<file path="src/rtl/scp_pkg.sv">
package scp_pkg;
  localparam int PAYLOAD_W  = 8;
  localparam int FRAME_BITS = PAYLOAD_W + 2;

  typedef enum logic [1:0] {
    MODE_HOLD = 2'd0,
    MODE_INC  = 2'd1,
    MODE_DEC  = 2'd2
  } ptr_mode_e;

  localparam logic [3:0] OP_CLEAR_A = 4'd0;
  localparam logic [3:0] OP_ASEL    = 4'd1;
  localparam logic [3:0] OP_INC     = 4'd3;
  localparam logic [3:0] OP_DEC     = 4'd4;
  localparam logic [3:0] OP_HOLD    = 4'd5;
  localparam logic [3:0] OP_CLEAR_B = 4'd15;

  typedef struct packed {
    logic                 wr;
    logic                 is_cmd;
    logic [PAYLOAD_W-1:0] payload;
  } frame_t;

  typedef struct packed {
    logic      activate;
    logic      clear;
    logic      mode_we;
    ptr_mode_e mode_new;
    logic      arm_set;
    logic      arm_clr;
    logic      addr_ld;
    logic      reg_we;
  } action_t;
endpackage

</file>
<file path="src/rtl/scp_deser.sv">
module scp_deser
  import scp_pkg::*;
(
  input  logic   clk,
  input  logic   pdn_n,
  input  logic   sdi,
  output logic   fire,
  output frame_t frm
);
  localparam int LAST  = FRAME_BITS - 1;
  localparam int CNT_W = $clog2(FRAME_BITS);

  logic             busy;
  logic [CNT_W-1:0] cnt;
  logic [LAST-1:0]  shreg;

  always_ff @(posedge clk or negedge pdn_n) begin
    if (!pdn_n) begin
      busy  <= 1'b0;
      cnt   <= '0;
      shreg <= '0;
    end else if (!busy) begin
      if (sdi) begin
        busy <= 1'b1;
        cnt  <= '0;
      end
    end else if (cnt == CNT_W'(LAST)) begin
      busy <= 1'b0;
    end else begin
      shreg[cnt] <= sdi;
      cnt        <= cnt + 1'b1;
    end
  end

  // The last payload bit is taken straight from the line so that the
  // frame acts on the same edge that samples it.
  assign fire        = busy && (cnt == CNT_W'(LAST));
  assign frm.wr      = shreg[0];
  assign frm.is_cmd  = shreg[1];
  assign frm.payload = {sdi, shreg[LAST-1:2]};
endmodule

</file>
<file path="src/rtl/scp_decode.sv">
module scp_decode
  import scp_pkg::*;
#(
  parameter logic [3:0] DEV_CODE = 4'h5
) (
  input  logic    fire,
  input  frame_t  frm,
  input  logic    active_i,
  input  logic    armed_i,
  output action_t act
);
  logic       cmd_hit;
  logic       data_ok;
  logic [3:0] op;

  always_comb begin
    op      = frm.payload[7:4];
    cmd_hit = fire && frm.wr && frm.is_cmd && (frm.payload[3:0] == DEV_CODE);
    data_ok = fire && frm.wr && !frm.is_cmd && active_i;

    act          = '0;
    act.mode_new = MODE_HOLD;
    act.activate = cmd_hit;
    act.clear    = cmd_hit && ((op == OP_CLEAR_A) || (op == OP_CLEAR_B));
    act.arm_set  = cmd_hit && (op == OP_ASEL);
    act.arm_clr  = (cmd_hit && (op != OP_ASEL)) || (data_ok && armed_i);
    act.addr_ld  = data_ok && armed_i;
    act.reg_we   = data_ok && !armed_i;
    if (cmd_hit) begin
      unique case (op)
        OP_INC:  begin act.mode_we = 1'b1; act.mode_new = MODE_INC;  end
        OP_DEC:  begin act.mode_we = 1'b1; act.mode_new = MODE_DEC;  end
        OP_HOLD: begin act.mode_we = 1'b1; act.mode_new = MODE_HOLD; end
        default: act.mode_we = 1'b0;
      endcase
    end
  end
endmodule

</file>
<file path="src/rtl/scp_ptr.sv">
module scp_ptr
  import scp_pkg::*;
#(
  parameter int NREG  = 8,
  parameter int PTR_W = 3
) (
  input  logic                 clk,
  input  logic                 pdn_n,
  input  action_t              act,
  input  logic [PAYLOAD_W-1:0] payload,
  output logic [PTR_W-1:0]     ptr,
  output ptr_mode_e            mode,
  output logic                 active,
  output logic                 armed
);
  localparam logic [PTR_W-1:0] TOP = PTR_W'(NREG - 1);

  logic in_range;
  assign in_range = ({1'b0, payload} < 9'(NREG));

  always_ff @(posedge clk or negedge pdn_n) begin
    if (!pdn_n) begin
      ptr    <= '0;
      mode   <= MODE_HOLD;
      active <= 1'b0;
      armed  <= 1'b0;
    end else begin
      if (act.activate) active <= 1'b1;
      if (act.arm_set)      armed <= 1'b1;
      else if (act.arm_clr) armed <= 1'b0;
      if (act.mode_we) mode <= act.mode_new;
      if (act.addr_ld && in_range) begin
        ptr <= payload[PTR_W-1:0];
      end else if (act.reg_we) begin
        unique case (mode)
          MODE_INC: ptr <= (ptr == TOP) ? '0 : ptr + 1'b1;
          MODE_DEC: ptr <= (ptr == '0) ? TOP : ptr - 1'b1;
          default:  ptr <= ptr;
        endcase
      end
    end
  end
endmodule

</file>
<file path="src/rtl/scp_regbank.sv">
module scp_regbank
  import scp_pkg::*;
#(
  parameter int                   NREG    = 8,
  parameter int                   PTR_W   = 3,
  parameter logic [PAYLOAD_W-1:0] RST_VAL = '0
) (
  input  logic                      clk,
  input  logic                      pdn_n,
  input  logic                      clear,
  input  logic                      we,
  input  logic [PTR_W-1:0]          waddr,
  input  logic [PAYLOAD_W-1:0]      wdata,
  output logic [NREG*PAYLOAD_W-1:0] regs
);
  for (genvar i = 0; i < NREG; i++) begin : g_reg
    always_ff @(posedge clk or negedge pdn_n) begin
      if (!pdn_n) begin
        regs[i*PAYLOAD_W +: PAYLOAD_W] <= RST_VAL;
      end else if (clear) begin
        regs[i*PAYLOAD_W +: PAYLOAD_W] <= RST_VAL;
      end else if (we && (waddr == PTR_W'(i))) begin
        regs[i*PAYLOAD_W +: PAYLOAD_W] <= wdata;
      end
    end
  end
endmodule

</file>
<file path="src/rtl/scp_port.sv">
module scp_port
  import scp_pkg::*;
#(
  parameter int          NREG     = 8,
  parameter logic [3:0]  DEV_CODE = 4'h5,
  parameter logic [7:0]  RST_VAL  = 8'h00,
  localparam int         PTR_W    = (NREG > 1) ? $clog2(NREG) : 1
) (
  input  logic                 sclk,
  input  logic                 pdn_n,
  input  logic                 sdi,
  output logic [NREG*8-1:0]    regs_o,
  output logic [PTR_W-1:0]     ptr_o,
  output logic [1:0]           mode_o,
  output logic                 active_o
);
  logic      frame_fire;
  frame_t    frame;
  action_t   act;
  ptr_mode_e mode;
  logic      armed;

  scp_deser u_deser (
    .clk  (sclk),
    .pdn_n(pdn_n),
    .sdi  (sdi),
    .fire (frame_fire),
    .frm  (frame)
  );

  scp_decode #(.DEV_CODE(DEV_CODE)) u_decode (
    .fire    (frame_fire),
    .frm     (frame),
    .active_i(active_o),
    .armed_i (armed),
    .act     (act)
  );

  scp_ptr #(.NREG(NREG), .PTR_W(PTR_W)) u_ptr (
    .clk    (sclk),
    .pdn_n  (pdn_n),
    .act    (act),
    .payload(frame.payload),
    .ptr    (ptr_o),
    .mode   (mode),
    .active (active_o),
    .armed  (armed)
  );

  scp_regbank #(.NREG(NREG), .PTR_W(PTR_W), .RST_VAL(RST_VAL)) u_bank (
    .clk  (sclk),
    .pdn_n(pdn_n),
    .clear(act.clear),
    .we   (act.reg_we),
    .waddr(ptr_o),
    .wdata(frame.payload),
    .regs (regs_o)
  );

  assign mode_o = mode;
endmodule

</file>
<file path="config.mk">
export PLATFORM = sky130hd
export DESIGN_NAME = scp_port
export DESIGN_NICKNAME = d
export VERILOG_FILES = /design/src/rtl/scp_pkg.sv /design/src/rtl/scp_deser.sv /design/src/rtl/scp_decode.sv /design/src/rtl/scp_ptr.sv /design/src/rtl/scp_regbank.sv /design/src/rtl/scp_port.sv
export SDC_FILE = /design/constraint.sdc
export NUM_CORES = 1
export LEC_CHECK = 0
export BUFFER_PORTS_ARGS = -buffer_cell sky130_fd_sc_hd__buf_4
export CAP_MARGIN = 25
export CORE_MARGIN = 1.5
export CORE_UTILIZATION = 45
export DETAILED_ROUTE_END_ITERATION = 8
export GPL_ROUTABILITY_DRIVEN = 1
export PLACE_DENSITY = 0.69
export SKIP_CTS_REPAIR_TIMING = 1
export SLEW_MARGIN = 15
export SYNTH_ARGS = -nofsm -noshare
export SYNTH_HDL_FRONTEND = slang
export SYNTH_SLANG_ARGS = --single-unit
</file>
<file path="constraint.sdc">
create_clock -name sclk -period 3 [get_ports sclk]
set_clock_uncertainty 0.15 [all_clocks]
set_input_delay 0.3 -clock sclk [delete_from_list [all_inputs] [get_ports sclk]]
set_output_delay 0.3 -clock sclk [all_outputs]
set_load 0.01 [all_outputs]
</file>
==> reports/metrics.yaml <==
dpl.cell_count: 506
syn_nets: 352
holdPathStages: 2
vias: 2809
grt_pass1_vias: 2723
cp-end-kind: "flop"
layout.cells.non_filler: 522
cts_buffer_depth: 2
rows: 33
drive_gt1_share_pct: 30.2
core_area_um2: 8300
p_leak_nw: 2.59
ff2ff_path_depth: 3
gr-total-overflow: 0
netlist_area_um2: 3880
hpwl_mm: 6.15
wl_per_cell_um: 17.4
worstHoldPathType: "primary input to flop"
synth_top_area_share_pct: 54.8
via_per_inst: 5.38
max_slew_margin_pct: 56.4
ir_drop_mv: 0.391
worst_slew_pin_slew_ps: 653
crit_required_ps: 3090
routabilityCongestion: 0.798
final_nets: 428
ys_seq_area_share_pct: 54.8
synth_most_common_cell: "dfrtp_1"
die-area_um2: 9190
wl_met3_um: 452
syn_area_per_cell_um2: 11.5
setup.worst_path.start: "u_deser.shreg[6]"
rsz0062_at_grt: "no"
area_growth_pct: 22.9
setup_violations: 0
synth_largest_area_cell: "dfrtp_1"
synth.cells.most_frequent: "dfrtp_1 (85), nor2_1 (61), mux2i_1 (52)"
highest_layer: "met4"
status: "finished clean"
rrSetupSlack_ps: 550
yosys-top-cells-area: "dfrtp_1 (55%), mux2i_1 (13%), nor2_1 (5.9%)"
synth_edf_count: 0
rr_endpoint: "u_ptr.ptr[0]"
synthCells: 337
fmax_mhz: 407
clk_pin_slew_ps: 80
postRouteAntennaNets: 0
synth-seq-cells: 85
finalMaxSlewViolations: 0
grt_max_degree: 55
wl_met1_mm: 4.11
synth_cell_type_count: 41
numCtsBuffers: 9
dieHeight_um: 95.9
min_from: "sdi"
drc_errors: 0
portBuffers: 72
antenna_found_initial: 0
pin_count: 73
fp.dieW_um: 95.9
async_flop_share_pct: 100
firstDrtPassIters: 4
track_usage_pct: 21.3
drt_iter0_drc: 151
start_util_pct: 46.8
fin_crit_ps: 2450
stdcell_area_um2: 4770
critPathLaunchType: "flop"
grt_pass1_wl_mm: 14.5
cts_root_buf: "clkbuf_8"
synthFlopType: "dfrtp_1"
arrival_ps: 2540
clkSinkCount: 85
r2r-start: "u_deser.shreg[6]"
placed_area_um2: 4570
maxCapViolations: 0
power.density_nw_per_um2: 612
h-tree-depth: 3
path_class: "flop to flop"
cp_max_fo: 13
post-route-util_pct: 57.5
setup_tns_ps: 0
synth_warnings: 0
hold_ws_ps: 222
n_antenna_cell: 0
hold_end: "u_ptr.armed"
clkLatencyLatePin_ps: 360
period_share_pct: 81.8
routed_wl_mm: 9.09
cts_tree: "built"
final_hold_viol_count: 0
met2_length_mm: 4.34
==> placed cells by master (no fill, tap or decap), drive strengths merged, types with 10 or more instances in the layout <==
master  Yosys  final
mux2i      52     52
buf         8     82
dfrtp      85     85
a31o       10     10
mux2       13     13
nor2       61     61
nand3      10     10
clkbuf     10     10
ha         12     12
nand2      19     19
==> state kept, by name, indices dropped and copies added (netlist names) <==
| register | count |
|---|---|
| u_deser.busy | 1 |
| u_deser.shreg | 9 |
| u_ptr.mode | 2 |
| u_ptr.active | 1 |
| u_ptr.armed | 1 |
| u_ptr.ptr | 3 |
| u_deser.cnt | 4 |
| u_bank.regs | 64 |
==> final cells by class <==
cell class / instances / area, um2
Tap cell: 105 / 131
Sequential cell: 85 / 2130
Fill cell: 690 / 3530
Inverter: 9 / 33.8
Clock inverter: 5 / 62.6
Multi-Input combinational cell: 225 / 1640
Timing Repair Buffer: 83 / 651
Clock buffer: 10 / 128
==> critical path: stages (launching register included) <==
cell,delay [ps]
dfrtp_1,600
or4_1,720
nor3_1,460
mux2_2,400
==> cell families (layout without fill, tap and decap cells) <==
| kind of cell | Yosys count | count (layout) | share of synthesized area (%) |
|---|---|---|---|
| AO/OA/AOI/OAI | 27 | 27 | 5.58 |
| XOR/XNOR | 1 | 1 | 0.226 |
| adder cells (fa/ha/maj) | 12 | 12 | 3.87 |
| buffers and inverters | 27 | 107 | 3.03 |
| flip-flops | 85 | 85 | 54.8 |
| multiplexers | 65 | 65 | 17.2 |
| AND/OR/NAND/NOR | 120 | 120 | 15.3 |
==> stage by stage <==
step / total power [mW] / setup slack [ps]
after global routing: 3.07 / 463
after global placement: 2.12 / 579
after CTS: 2.94 / 552
after floorplan: 1.86 / 758
final: 2.92 / 546
after detailed placement: 2.14 / 540
==> worst max path at each step <==
| stage | to | slack, ps | cells past startpoint |
|---|---|---|---|
| floorplan | u_ptr.ptr[0] | 760 | 7 |
| global placement | u_ptr.ptr[0] | 580 | 3 |
| detailed placement | u_ptr.ptr[0] | 540 | 3 |
| CTS | u_ptr.ptr[0] | 550 | 3 |
| global route | u_bank.regs[28] | 460 | 6 |
| finish | u_ptr.ptr[0] | 550 | 3 |
==> per-layer routing <==
| layer | global-route usage, % | vias to the layer above |
|---|---|---|
| met5 | 0 | - |
| met4 | 8.95 | 0 |
| met3 | 4.82 | 12 |
| met2 | 33.2 | 81 |
| met1 | 28.5 | 1393 |
| li1 | - | 1323 |
==> power breakdown <==
group	switching [mW]	internal, mW
Sequential	0.224	1.28
Clock	0.412	0.383
Combinational	0.343	0.279
Total	0.978	1.94
No activity file was read; power rests on OpenSTA's default activity.
